[src/rtl/gpx_pkg.sv]
package gpx_pkg;
  localparam int NUM_BANKS = 2;
  localparam int IDX_W     = 4;

  localparam logic [IDX_W-1:0] RI_DIR  = 4'd0;
  localparam logic [IDX_W-1:0] RI_INV  = 4'd1;
  localparam logic [IDX_W-1:0] RI_IEN  = 4'd2;
  localparam logic [IDX_W-1:0] RI_REF  = 4'd3;
  localparam logic [IDX_W-1:0] RI_CMP  = 4'd4;
  localparam logic [IDX_W-1:0] RI_CFG  = 4'd5;
  localparam logic [IDX_W-1:0] RI_PUP  = 4'd6;
  localparam logic [IDX_W-1:0] RI_FLAG = 4'd7;
  localparam logic [IDX_W-1:0] RI_CAP  = 4'd8;
  localparam logic [IDX_W-1:0] RI_PORT = 4'd9;
  localparam logic [IDX_W-1:0] RI_LAT  = 4'd10;

  // configuration bit positions
  localparam int CB_CLR_CAP = 0;
  localparam int CB_POL_HI  = 1;
  localparam int CB_ODRAIN  = 2;
  localparam int CB_MIRROR  = 6;
endpackage

[src/rtl/gpx_sync.sv]
module gpx_sync #(
  parameter int W      = 16,
  parameter int STAGES = 2
) (
  input  logic         clk,
  input  logic         rst_n,
  input  logic [W-1:0] d,
  output logic [W-1:0] q
);
  logic [STAGES-1:0][W-1:0] stg;

  always_ff @(posedge clk or negedge rst_n) begin
    if (!rst_n) begin
      stg <= '0;
    end else begin
      stg[0] <= d;
      for (int i = 1; i < STAGES; i++) stg[i] <= stg[i-1];
    end
  end

  assign q = stg[STAGES-1];
endmodule

[src/rtl/gpx_bank.sv]
module gpx_bank
  import gpx_pkg::*;
#(
  parameter int W = 8
) (
  input  logic             clk,
  input  logic             rst_n,
  input  logic             wr_stb,
  input  logic             rd_stb,
  input  logic [IDX_W-1:0] idx,
  input  logic [W-1:0]     wdata,
  input  logic [W-1:0]     pin_val,
  input  logic             clr_on_cap,
  output logic [W-1:0]     rd_val,
  output logic             pend,
  output logic [W-1:0]     dir_o,
  output logic [W-1:0]     lat_o,
  output logic [W-1:0]     pup_o,
  output logic [W-1:0]     flag_o
);
  logic [W-1:0] dir_q, inv_q, ien_q, ref_q, cmp_q, pup_q, lat_q;
  logic [W-1:0] flag_q, cap_q, prev_q;
  logic         pend_q;
  logic [W-1:0] in_val, port_val, trig, first;
  logic         clr;

  assign in_val   = pin_val ^ inv_q;
  assign port_val = (dir_q & in_val) | (~dir_q & lat_q);
  assign trig     = ien_q & dir_q &
                    ((cmp_q & (in_val ^ ref_q)) | (~cmp_q & (in_val ^ prev_q)));
  assign first    = trig & (~trig + 1'b1);
  assign clr      = rd_stb && (idx == (clr_on_cap ? RI_CAP : RI_PORT));

  always_ff @(posedge clk or negedge rst_n) begin
    if (!rst_n) begin
      dir_q <= '1;
      inv_q <= '0;
      ien_q <= '0;
      ref_q <= '0;
      cmp_q <= '0;
      pup_q <= '0;
      lat_q <= '0;
    end else if (wr_stb) begin
      case (idx)
        RI_DIR:           dir_q <= wdata;
        RI_INV:           inv_q <= wdata;
        RI_IEN:           ien_q <= wdata;
        RI_REF:           ref_q <= wdata;
        RI_CMP:           cmp_q <= wdata;
        RI_PUP:           pup_q <= wdata;
        RI_PORT, RI_LAT:  lat_q <= wdata;
        default: ;
      endcase
    end
  end

  always_ff @(posedge clk or negedge rst_n) begin
    if (!rst_n) begin
      prev_q <= '0;
      pend_q <= 1'b0;
      flag_q <= '0;
      cap_q  <= '0;
    end else begin
      prev_q <= in_val;
      if ((|trig) && (!pend_q || clr)) begin
        pend_q <= 1'b1;
        flag_q <= first;
        cap_q  <= port_val;
      end else if (clr) begin
        pend_q <= 1'b0;
        flag_q <= '0;
      end
    end
  end

  always_comb begin
    case (idx)
      RI_DIR:  rd_val = dir_q;
      RI_INV:  rd_val = inv_q;
      RI_IEN:  rd_val = ien_q;
      RI_REF:  rd_val = ref_q;
      RI_CMP:  rd_val = cmp_q;
      RI_PUP:  rd_val = pup_q;
      RI_FLAG: rd_val = flag_q;
      RI_CAP:  rd_val = cap_q;
      RI_PORT: rd_val = port_val;
      RI_LAT:  rd_val = lat_q;
      default: rd_val = '0;
    endcase
  end

  assign pend   = pend_q;
  assign dir_o  = dir_q;
  assign lat_o  = lat_q;
  assign pup_o  = pup_q;
  assign flag_o = flag_q;
endmodule

[src/rtl/gpx_irq_out.sv]
module gpx_irq_out #(
  parameter int NB = 2
) (
  input  logic [NB-1:0] pend,
  input  logic          mirror,
  input  logic          pol_hi,
  input  logic          odrain,
  output logic [NB-1:0] irq_o,
  output logic [NB-1:0] irq_oe
);
  logic any_pend;
  assign any_pend = |pend;

  for (genvar b = 0; b < NB; b++) begin : g_pin
    logic act;
    assign act       = mirror ? any_pend : pend[b];
    assign irq_o[b]  = odrain ? 1'b0 : (pol_hi ? act : ~act);
    assign irq_oe[b] = odrain ? act : 1'b1;
  end
endmodule

[src/rtl/gpx_core.sv]
module gpx_core
  import gpx_pkg::*;
#(
  parameter int PINS_PER_BANK = 8,
  parameter int SYNC_STAGES   = 2,
  localparam int NPINS        = NUM_BANKS * PINS_PER_BANK,
  localparam int AW           = IDX_W + 1
) (
  input  logic                     clk,
  input  logic                     rst_n,
  input  logic                     wr_en,
  input  logic                     rd_en,
  input  logic [AW-1:0]            addr,
  input  logic [PINS_PER_BANK-1:0] wdata,
  output logic [PINS_PER_BANK-1:0] rdata,
  output logic                     rvalid,
  input  logic [NPINS-1:0]         pin_in,
  output logic [NPINS-1:0]         pin_out,
  output logic [NPINS-1:0]         pin_oe,
  output logic [NPINS-1:0]         pin_pullup,
  output logic [NUM_BANKS-1:0]     irq_o,
  output logic [NUM_BANKS-1:0]     irq_oe
);
  logic [IDX_W-1:0]         idx;
  logic                     bsel;
  logic [PINS_PER_BANK-1:0] cfg_q;
  logic [NPINS-1:0]         pin_sync;
  logic [NPINS-1:0]         flag_w;
  logic [NUM_BANKS-1:0]     pend_w;
  logic [NUM_BANKS-1:0][PINS_PER_BANK-1:0] bank_rd;
  logic [PINS_PER_BANK-1:0] rd_mux;

  assign idx  = addr[AW-1:1];
  assign bsel = addr[0];

  gpx_sync #(.W(NPINS), .STAGES(SYNC_STAGES)) u_sync (
    .clk(clk), .rst_n(rst_n), .d(pin_in), .q(pin_sync)
  );

  always_ff @(posedge clk or negedge rst_n) begin
    if (!rst_n)                        cfg_q <= '0;
    else if (wr_en && idx == RI_CFG)   cfg_q <= wdata;
  end

  for (genvar b = 0; b < NUM_BANKS; b++) begin : g_bank
    localparam int LO = b * PINS_PER_BANK;
    logic [PINS_PER_BANK-1:0] dir_b;
    gpx_bank #(.W(PINS_PER_BANK)) u_bank (
      .clk        (clk),
      .rst_n      (rst_n),
      .wr_stb     (wr_en && (bsel == 1'(b))),
      .rd_stb     (rd_en && (bsel == 1'(b))),
      .idx        (idx),
      .wdata      (wdata),
      .pin_val    (pin_sync[LO +: PINS_PER_BANK]),
      .clr_on_cap (cfg_q[CB_CLR_CAP]),
      .rd_val     (bank_rd[b]),
      .pend       (pend_w[b]),
      .dir_o      (dir_b),
      .lat_o      (pin_out[LO +: PINS_PER_BANK]),
      .pup_o      (pin_pullup[LO +: PINS_PER_BANK]),
      .flag_o     (flag_w[LO +: PINS_PER_BANK])
    );
    assign pin_oe[LO +: PINS_PER_BANK] = ~dir_b;
  end

  assign rd_mux = (idx == RI_CFG) ? cfg_q : bank_rd[bsel];

  always_ff @(posedge clk or negedge rst_n) begin
    if (!rst_n) begin
      rdata  <= '0;
      rvalid <= 1'b0;
    end else begin
      rvalid <= rd_en;
      if (rd_en) rdata <= rd_mux;
    end
  end

  gpx_irq_out #(.NB(NUM_BANKS)) u_irq (
    .pend   (pend_w),
    .mirror (cfg_q[CB_MIRROR]),
    .pol_hi (cfg_q[CB_POL_HI]),
    .odrain (cfg_q[CB_ODRAIN]),
    .irq_o  (irq_o),
    .irq_oe (irq_oe)
  );
endmodule

[config.mk]
export PLATFORM = sky130hd
export DESIGN_NAME = gpx_core
export DESIGN_NICKNAME = d
export VERILOG_FILES = /design/src/rtl/gpx_pkg.sv /design/src/rtl/gpx_sync.sv /design/src/rtl/gpx_bank.sv /design/src/rtl/gpx_irq_out.sv /design/src/rtl/gpx_core.sv
export SDC_FILE = /design/constraint.sdc
export NUM_CORES = 1
export LEC_CHECK = 0
export BUFFER_PORTS_ARGS = -buffer_cell sky130_fd_sc_hd__buf_4
export CAP_MARGIN = 10
export CORE_MARGIN = 5
export CORE_UTILIZATION = 25
export DETAILED_ROUTE_END_ITERATION = 8
export SYNTH_ARGS = -nofsm -noshare
export SYNTH_HDL_FRONTEND = slang
export SYNTH_HIERARCHICAL = 1
export SYNTH_SLANG_ARGS = --single-unit
[constraint.sdc]
create_clock -name clk -period 4.05 [get_ports clk]
set_input_delay 0 -clock clk [delete_from_list [all_inputs] [get_ports clk]]
set_output_delay 0 -clock clk [all_outputs]
set_load 0.1 [all_outputs]
# ---- Word-level counts from Yosys, hierarchy flattened
# Index checks and enable logic that the tools add are counted.
dict set report totals {
  mem_bits_ro 0
  wordCells 130
  latchBits 0
  ramBits 0
  n_memories 0
  input_bits 33
  reg_bits 211
}
dict set report classes {
  eq_ne 11
  n_reduce_logical 34
  mux 22
  addsub 2
  magnitude_cmp 1
  bitwise 33
  n_shift 0
  div_mod_pow 0
  multipliers 0
}
# operator count
set op_table {}
lappend op_table {{case mux 8 bit (10 select lines)} 2}
lappend op_table {{AND 8 bit} 14}
lappend op_table {{2-to-1 mux 8 bit} 7}
lappend op_table {{NOT 8 bit} 6}
lappend op_table {{bitwise XOR 8 bit} 6}
lappend op_table {{bitwise OR 8 bit} 4}
lappend op_table {{AND reduction 2 bit} 14}
lappend op_table {{adder 8 x 1 -> 8 bit, second input constant} 2}
lappend op_table {{== test 4 x 3 -> 1 bit, second input constant} 4}
lappend op_table {{OR reduction 8 bit} 2}
lappend op_table {{2-to-1 mux 1 bit} 13}
lappend op_table {{== test 4 bit, second input constant} 3}
lappend op_table {{logical AND 1 bit} 9}
lappend op_table {{== test 4 x 2 -> 1 bit, second input constant} 2}
lappend op_table {{== test 4 x 1 -> 1 bit, second input constant} 1}
lappend op_table {{== test 4 bit} 1}
lappend op_table {{zero test 4 bit} 1}
lappend op_table {{nonzero test 2 bit} 2}
lappend op_table {{OR reduction 2 bit} 2}
lappend op_table {{NOT 1 bit} 3}
lappend op_table {{zero test 1 bit} 2}
lappend op_table {{logical OR 1 bit} 2}
lappend op_table {{< comparator 1 x 2 -> 1 bit, second input constant} 1}

# ---- Logic depth before layout (Yosys ltp)
# Gate-level depths: netlist of the first run.
dict set report logic_depth {
  depth_word 9
  depth_mapped 10
  depth_no_buf 8
}

# ---- Hierarchy
# Netlist of the first run, hierarchy kept.
# mod cells_per_inst area_per_inst_um2 instances
set by_module_without_submodules {}
lappend by_module_without_submodules {gpx_bank 346 4189.0 2}
lappend by_module_without_submodules {gpx_core 74 943.4 1}
lappend by_module_without_submodules {gpx_sync 48 920.9 1}
lappend by_module_without_submodules {gpx_irq_out 8 50.0 1}

# ---- Worst setup path before layout of the first run
# OpenSTA, ideal clock, no wires.
dict set report synth_path {
  path_kind {flip-flop to flip-flop}
  start {register g_bank[0].u_bank.lat_q[3]}
  end {register rdata[3]}
  path_buffers 0
  path_stages_with_launch 8
  setup_slack_ns 1.474
  setup_time_ns 0.125
  arrival_time_ns 2.450
  period_less_slack_ns 2.576
  cell_sequence {dfrtp_1 > mux2_2 > mux2i_1 > o21ai_1 > a221o_1 > mux2_4 > mux2_2 > mux2_2}
}
# element line
set synth_lines {}
lappend synth_lines {{start, declared} gpx_bank.sv:21} ;# logic [W-1:0] dir_q, inv_q, ien_q, ref_q, cmp_q, pup_q, lat_q;
lappend synth_lines {{start signal, assigned} gpx_bank.sv:51} ;# RI_PORT, RI_LAT: lat_q <= wdata;
lappend synth_lines {{end signal, assigned} gpx_core.sv:75} ;# if (rd_en) rdata <= rd_mux;
lappend synth_lines {{end, declared} gpx_core.sv:15} ;# output logic [PINS_PER_BANK-1:0] rdata,

# ---- Worst setup path after layout of the first run
dict set report layout_path {
  start {register g_bank[0].u_bank.inv_q[2]}
  end {register g_bank[0].u_bank.cap_q[4]}
}
dict set report layout_via {
  elab_chain_len 7
  elab_cells_between_ends 9
  cone_classes {7 x bitwise; 2 x reduce/logical}
}
# element line
set layout_rtl {}
lappend layout_rtl {{start, declared} gpx_bank.sv:21}
lappend layout_rtl {{start signal, assigned} gpx_bank.sv:46} ;# RI_INV: inv_q <= wdata;
lappend layout_rtl {{bitwise XOR 8 bit (*)} gpx_bank.sv:27} ;# assign in_val = pin_val ^ inv_q;
lappend layout_rtl {{net g_bank[0].u_bank.in_val[2]} gpx_bank.sv:24} ;# logic [W-1:0] in_val, port_val, trig, first;
lappend layout_rtl {{bitwise XOR 8 bit} gpx_bank.sv:30} ;# ((cmp_q & (in_val ^ ref_q)) | (~cmp_q & (in_val ^ prev_q)));
lappend layout_rtl {{AND 8 bit} gpx_bank.sv:30}
lappend layout_rtl {{bitwise OR 8 bit (*)} gpx_bank.sv:30}
lappend layout_rtl {{AND 8 bit (*)} gpx_bank.sv:29} ;# assign trig = ien_q & dir_q &
lappend layout_rtl {{OR reduction 8 bit (*)} gpx_bank.sv:65} ;# if ((|trig) && (!pend_q || clr)) begin
lappend layout_rtl {{logical AND 1 bit (*)} gpx_bank.sv:65}
lappend layout_rtl {{end signal, assigned} gpx_bank.sv:68} ;# cap_q <= port_val;
lappend layout_rtl {{end, declared} gpx_bank.sv:22} ;# logic [W-1:0] flag_q, cap_q, prev_q;
# The timed path passes the listed nets; every way through them passes the cells marked *.
# A chain may end at the register's enable or synchronous reset.

==> results of run 1 <==
-- worst max-delay path, delay by kind of cell (launching register included) --
| kind | cells | cell delay [ns] |
|---|---|---|
| flip-flops | 1 | 0.42 |
| multiplexers | 1 | 0.51 |
| XOR/XNOR | 2 | 0.35 |
| AO/OA/AOI/OAI | 2 | 1.53 |
-- layer usage --
| layer | global-route usage [%] | routed length [um] | vias to the layer above |
|---|---|---|---|
| met3 | 1.84 | 1340 | 53 |
| li1 | - | - | 3204 |
| met1 | 18.6 | 13800 | 3581 |
| met2 | 20.5 | 13900 | 197 |
| met4 | 4.02 | 879 | 2 |
| met5 | 0 | 7 | - |
-- cell usage in the layout, fill, tap and decap left out, types with 3 or more instances in the layout --
master,Yosys,layout
sky130_fd_sc_hd__nor3b_1,8,8
sky130_fd_sc_hd__mux2_4,8,8
sky130_fd_sc_hd__o21ai_0,8,8
sky130_fd_sc_hd__a22o_1,12,12
sky130_fd_sc_hd__a221o_1,4,4
sky130_fd_sc_hd__bufinv_16,0,3
sky130_fd_sc_hd__mux2_1,40,40
sky130_fd_sc_hd__a221oi_1,8,8
sky130_fd_sc_hd__nand2b_1,3,3
sky130_fd_sc_hd__dfstp_2,16,16
sky130_fd_sc_hd__inv_1,24,24
sky130_fd_sc_hd__clkbuf_16,0,23
sky130_fd_sc_hd__dlygate4sd3_1,0,27
sky130_fd_sc_hd__and3_1,8,8
sky130_fd_sc_hd__clkinv_2,0,5
sky130_fd_sc_hd__clkbuf_1,27,6
sky130_fd_sc_hd__xor2_1,14,14
sky130_fd_sc_hd__nand3b_1,6,6
sky130_fd_sc_hd__mux2_2,122,122
sky130_fd_sc_hd__xnor2_1,16,16
sky130_fd_sc_hd__o2bb2ai_1,10,10
sky130_fd_sc_hd__a32oi_1,8,8
sky130_fd_sc_hd__xor2_2,4,4
sky130_fd_sc_hd__and2_1,18,18
sky130_fd_sc_hd__dfrtp_1,195,195
sky130_fd_sc_hd__nand2_1,50,50
sky130_fd_sc_hd__a31oi_1,6,6
sky130_fd_sc_hd__a21oi_1,14,14
sky130_fd_sc_hd__o21ai_1,6,6
sky130_fd_sc_hd__a22oi_1,8,8
sky130_fd_sc_hd__o221ai_1,8,8
sky130_fd_sc_hd__nand3_1,16,16
sky130_fd_sc_hd__and2b_1,4,4
sky130_fd_sc_hd__buf_4,16,97
sky130_fd_sc_hd__nor3_1,6,6
sky130_fd_sc_hd__mux2i_1,62,62
sky130_fd_sc_hd__nor2b_1,10,10
sky130_fd_sc_hd__nand4_1,8,8
sky130_fd_sc_hd__nor2_1,10,10
-- where the power goes --
part | leakage [uW] | switching [uW] | internal, uW
registers | 0.00256 | 411 | 2580
clock network | 0.000361 | 862 | 1240
logic | 0.00242 | 1700 | 851
-- final cells by class --
cell class | count | area (um^2)
fill | 4137 | 28300
sequential | 211 | 5300
multi-input combinational | 536 | 4620
timing repair buffer | 125 | 1010
tap | 532 | 666
clock buffer | 29 | 598
clock inverter | 12 | 148
inverter | 24 | 90.1
-- metrics by stage --
stage,worst slack (ns),instances
6_report,1.11,1469
3_3_place_gp,1.29,1401
4_1_cts,1.19,1469
3_5_place_dp,1.15,1401
5_1_grt,0.973,1469
2_1_floorplan,1.47,822
-- worst paths after layout --
path	startpoint	end	slack [ns]	cells past startpoint
setup / recovery	g_bank[0].u_bank/inv_q[2]	g_bank[0].u_bank/cap_q[4]	1.11	5
hold / removal	pin_in[8]	u_sync/stg[8]	0.13	2
setup reg to reg	g_bank[0].u_bank/inv_q[2]	g_bank[0].u_bank/cap_q[4]	1.11	5
hold reg to reg	u_sync/stg[7]	u_sync/q[7]	0.35	0
max in group asynchronous	rst_n	g_bank[0].u_bank/dir_o[5]	2.76	3
min in group asynchronous	rst_n	u_sync/stg[8]	0.14	2
-- synth_stat cells (all sizes together) (6+ instances only) --
library cell	instances	share of area, %
xor2	18	1.8
o2bb2ai	10	0.85
inv	24	0.88
nand4	8	0.49
clkbuf	27	0.98
dfrtp	195	47
dfstp	16	4.1
nor3	6	0.29
nand2	51	1.9
nand3b	6	0.44
nor3b	8	0.58
a221oi	8	0.68
mux2i	62	6.0
a21oi	14	0.68
and2	20	1.2
a31oi	6	0.36
o21ai	14	0.68
nor2	10	0.36
xnor2	16	1.4
a22oi	8	0.58
o221ai	8	0.68
nand3	16	0.78
mux2	170	19
a32oi	8	0.68
nor2b	10	0.61
a22o	12	1.0
buf	24	1.8
and3	8	0.49
-- cells by family (layout without fill, tap and decap cells) --
family                    Yosys count  in the layout  share of synthesized area [%]
muxes                             232            232                           24.9
DFF                               211            211                           51.5
and+or+nand+nor                   160            160                           8.47
AOI/OAI and AO/OA                 110            110                           8.32
buffers and inverters              75            190                           3.61
xor gates and xnor gates           34             34                           3.18
==> metrics.csv, run 1 <==
metric,value,unit
run status,completed,
setup repair after global routing missed its margin,false,
Fmax achieved,340,MHz
area growth from synthesis to layout,20.8,%
cell area reported after detailed placement,11400,um^2
final hold slack,0.131,ns
Post-synth EDFFs,0,
Ports,94,
overall power of the completed layout,7650,uW
clock transition at the registers of the reported paths,0.06,ns
synth unique cells,54,
worst voltage drop across the vdd grid,0.347,mV
routed wirelength normalized by instance count,20.3,um
final worst-path cycle share,72.7,%
headroom to the max-slew limit,19.6,%
arrival time at the worst endpoint,3.33,ns
ant diodes,0,
CTS tree,done,
most common flop cell mapped by yosys,sky130_fd_sc_hd__dfrtp_1,
number of violations of the max-capacitance limit,0,
cells after synthesis,822,
Total Negative Setup Slacks,0,ns
max-slew violation count,0,
Die X,213,um
fraction of registers with async set or reset after synthesis,100,%
final hold violations,0,
final WL,29.9,mm
kind of end point of the critical path,register,
count of yosys warnings during synthesis,6,
count of input and output buffers,93,
maximum clock path buffer count,3,
overall overflow remaining after global route,0,
vias in the first global route,7256,
Netlist Area Pre-Place,10300,um^2
Detail Route Antenna Nets,0,
critical path required time,4.44,ns
initial standard-cell utilization of the core,25.3,%
DRC Markers,0,
fraction of final layout cells sized beyond drive strength 1,31.1,%
transition time at the pin with the least slew margin,1.20,ns
setup-violating endpoint count in the final report,0,
number of nets in the final layout,954,
flip-flop and latch count after synthesis,211,
buffer type at the clock tree root,sky130_fd_sc_hd__clkbuf_16,
critical-path cell with the highest stage delay,sky130_fd_sc_hd__a222oi_1,
largest driver fanout on the critical path,13,
Via density,4.79,
# hold bufs at CTS,27,
sinks on the clock net,211,
number of buffers created by CTS,23,
syn nets,855,
Skew-Pair Late Insertion Delay,0.52,ns
category of the worst setup path launch point,register,
path category of the worst min-delay check,input pin to register,
global-route wire length before repair,45.9,mm
y dimension of the die,213,um
final instance area,12400,um^2
fraction of the yosys area taken by sequential cells,51.5,%
number of antenna violations at the first check in global routing,1,
Max stage delay on crit path,0.80,ns
final weighted congestion in routability-driven placement,0.900,
post-layout utilization of the core,30.5,%
DR iter-0 viols,520,
final period demand of the worst path,2.94,ns
htree depth,1,
core area,40700,um^2
total iterations of the first detailed-routing run,5,
Crit Path Category,register to register,
static leakage,0.00534,uW
CP Cell Sequence,xor2_2 > xnor2_1 > a222oi_1 > a41oi_2 > mux2_4,
final clock skew,0.0132,ns
pwr/cell area,615,nW/um^2
area enclosed by the die boundary,45300,um^2
post-cts resize count,0,
total number of vias,7037,
number of rows created at floorplan,74,
global-route usage over all layers,13.0,%
placed wire-length estimate,20.9,mm
Mean Syn Cell Area,12.5,um^2
largest net degree at the start of global routing,118,
Post CTS Setup Buffer Count,0,
(Power assumes the default switching activity.)
==> inputs of run 2 (changes only) <==
clock period = 2.9 ns   (was 4.05 ns; I/O delays follow)
==> run 2 against run 1 <==
Against the previous run: sequential cell count is the same; critical path depth grew 2; clock power grew 39%; die area is the same; clock skew shrank 0.0039 ns; register-to-register slack lost 0.62 ns; largest power group unchanged; via count grew 2.6%; critical path type unchanged; utilization grew 0.54 points; sequential share of layout area shrank 0.74 points; critical endpoint is now rdata[3]; routed wire length grew 2.0%; first-iteration DRC count grew 8.7%; non-clock buffer count grew 23.
==> metrics.csv, run 2 (synthesized netlist as in run 1, its figures left out) <==
metric,value,unit,change
kind of end point of the critical path,register,,unchanged
critical-path cell with the highest stage delay,sky130_fd_sc_hd__dfstp_2,,was sky130_fd_sc_hd__a222oi_1
y dimension of the die,213,um,unchanged
Crit Path Category,register to register,,unchanged
setup repair after global routing missed its margin,false,,unchanged
final non-filler cell total,1492,,was 1469
buffer type at the clock tree root,sky130_fd_sc_hd__clkbuf_16,,unchanged
headroom to the max-slew limit,32.1,%,was 19.6%
Via density,4.84,,was 4.79
area growth from synthesis to layout,23.0,%,was 20.8%
"leading cell types in the layout, fill and taps excluded","sky130_fd_sc_hd__dfrtp_1 (195), sky130_fd_sc_hd__mux2_2 (122), sky130_fd_sc_hd__buf_4 (117)",,"was sky130_fd_sc_hd__dfrtp_1 (195), sky130_fd_sc_hd__mux2_2 (122), sky130_fd_sc_hd__buf_4 (97)"
cell-internal power,6540,uW,was 4680 uW
total iterations of the first detailed-routing run,5,,unchanged
number of nets in the final layout,977,,was 954
combinational group share of total power,33.9,%,was 33.4%
met3 global-route usage,2.87,%,was 1.84%
number of buffers created by CTS,23,,unchanged
part of the power in the clock network,27.1,%,was 27.5%
critical path required time,3.29,ns,was 4.44 ns
most used routing layer in global routing,met2,,unchanged
Fmax achieved,414,MHz,was 340 MHz
post-cts resize count,0,,unchanged
core area,40700,um^2,unchanged
initial standard-cell utilization of the core,25.3,%,unchanged
fraction of final layout cells sized beyond drive strength 1,32.9,%,was 31.1%
Sequential Power Share,39.0,%,was 39.1%
Max stage delay on crit path,0.58,ns,was 0.80 ns
total number of vias,7222,,was 7037
max-slew violation count,0,,unchanged
global-route wire length before repair,46.9,mm,was 45.9 mm
met1 track demand over resource,18.3,%,was 18.6%
most used cell along the critical path,sky130_fd_sc_hd__mux2_2,,
net switching component of the power,4200,uW,was 2980 uW
htree depth,1,,unchanged
Detail Route Antenna Nets,0,,unchanged
placed insts,1425,,was 1401
run status,completed,,unchanged
CTS tree,done,,unchanged
hold-critical path endpoint,cfg_q[4],,was u_sync/stg[8]
largest driver fanout on the critical path,7,,was 13
number of violations of the max-capacitance limit,0,,unchanged
sinks on the clock net,211,,unchanged
number of rows created at floorplan,74,,unchanged
Skew-Pair Late Insertion Delay,0.51,ns,was 0.52 ns
r2r setup slk,0.49,ns,was 1.11 ns
area enclosed by the die boundary,45300,um^2,unchanged
Post CTS Setup Buffer Count,0,,unchanged
final period demand of the worst path,2.41,ns,was 2.94 ns
final worst-path cycle share,83.2,%,was 72.7%
final clock skew,0.00927,ns,was 0.0132 ns
DRC Markers,0,,unchanged
vias in the first global route,7578,,was 7256
met2 Resource Use GR,20.6,%,was 20.5%
largest net degree at the start of global routing,84,,was 118
arrival time at the worst endpoint,2.81,ns,was 3.33 ns
endpoint of the most critical register-to-register path,rdata[3],,was g_bank[0].u_bank/cap_q[4]
count of cells along the worst register-to-register path,7,,was 5
global-route usage over all layers,13.2,%,was 13.0%
# hold bufs at CTS,26,,was 27
final weighted congestion in routability-driven placement,0.925,,was 0.900
final WL,30.5,mm,was 29.9 mm
maximum clock path buffer count,3,,unchanged
Total Negative Setup Slacks,0,ns,unchanged
Sw Ratio,39.1,%,was 38.9%
Ports,94,,unchanged
crit path buf inv count,0,,unchanged
final hold violations,0,,unchanged
routed wirelength normalized by instance count,20.4,um,was 20.3 um
category of the worst setup path launch point,register,,unchanged
CP Cell Sequence,mux2_2 > mux2i_1 > o21ai_1 > a221o_1 > mux2_4 > mux2_2 > mux2_2,,was xor2_2 > xnor2_1 > a222oi_1 > a41oi_2 > mux2_4
transition time at the pin with the least slew margin,1.01,ns,was 1.20 ns
"commonest non-fill, non-tap cell in the layout",sky130_fd_sc_hd__dfrtp_1,,unchanged
Die X,213,um,unchanged
worst hold path stage count,3,,was 2
static leakage,0.00545,uW,was 0.00534 uW
worst voltage drop across the vdd grid,0.411,mV,was 0.347 mV
count of input and output buffers,93,,unchanged
placed wire-length estimate,21.9,mm,was 20.9 mm
overall overflow remaining after global route,0,,unchanged
setup-violating endpoint count in the final report,0,,unchanged
DR iter-0 viols,565,,was 520
pwr/cell area,849,nW/um^2,was 615 nW/um^2
Setup WS pre-CTS,0.497,ns,was 1.15 ns
ant diodes,0,,unchanged
path category of the worst min-delay check,input pin to register,,unchanged
R2R Path Start,g_bank[1].u_bank/dir_o[3],,was g_bank[0].u_bank/inv_q[2]
clock transition at the registers of the reported paths,0.06,ns,about the same
"Largest delay share family, worst path",multiplexers,,was compound AO/OA/AOI/OAI gates
post-route worst setup slack,0.486,ns,was 1.11 ns
number of antenna violations at the first check in global routing,1,,unchanged
Min-Delay Startpoint,wr_en,,was pin_in[8]
-- run 2: changes by cell type in the layout (fill, tap and decap cells not counted), moves of 2 or more --
cell	delta
sky130_fd_sc_hd__buf_12	+4
sky130_fd_sc_hd__buf_4	+20
sky130_fd_sc_hd__clkbuf_8	+2
sky130_fd_sc_hd__clkinv_2	-2
-- run 2: power groups by stage --
stage	registers, uW	logic, uW	clock network (uW)
after CTS	4190	3670	3010
final	4190	3650	2910
after detailed placement	4240	3630	0
after global placement	4230	3590	0
after global routing	4270	3860	3100
after floorplan	4930	1870	0
-- run 2: per-stage QoR --
step	power [uW]	instance area, um^2	hold slack [ns]	utilization (%)
after global placement	7820	11600	0.0504	28.6
after global routing	11200	12700	0.0264	31.1
after detailed placement	7870	11600	0.0589	28.6
final	10700	12700	0.0312	31.1
after floorplan	6800	10300	-0.296	-
after CTS	10900	12700	0.00190	31.1
-- run 2: layout make-up --
class / instances / area [um^2]
clock buffers: 30 / 622
clock inverters: 11 / 124
fillers: 4131 / 28100
inverters: 24 / 90.1
multi-input cells: 536 / 4620
flip-flops and latches: 211 / 5300
well taps: 532 / 666
repair buffers: 148 / 1230
-- run 2: worst max path at each step --
stage                                   start  endpoint  slack [ns]  cells after the start
finish              g_bank[1].u_bank/dir_o[3]  rdata[3]        0.49                      7
global route        g_bank[0].u_bank/dir_o[3]  rdata[3]        0.39                      7
CTS                 g_bank[0].u_bank/dir_o[3]  rdata[3]        0.49                      7
detailed placement  g_bank[0].u_bank/dir_o[3]  rdata[3]        0.50                      7
global placement    g_bank[0].u_bank/dir_o[3]  rdata[3]        0.50                      7
floorplan           g_bank[0].u_bank/lat_o[3]  rdata[3]        0.32                      7
-- run 2: routing by layer --
metal / share of wire, % / wire length [um]
met2: 45 / 13900
met4: 3.3 / 1010
met1: 45 / 13700
met3: 6.3 / 1930
met5: 0.023 / 7
-- run 2: worst min-delay path: stages --
cell,delay [ns]
sky130_fd_sc_hd__buf_4,0.12
sky130_fd_sc_hd__nand2_2,0.19
sky130_fd_sc_hd__mux2_2,0.20
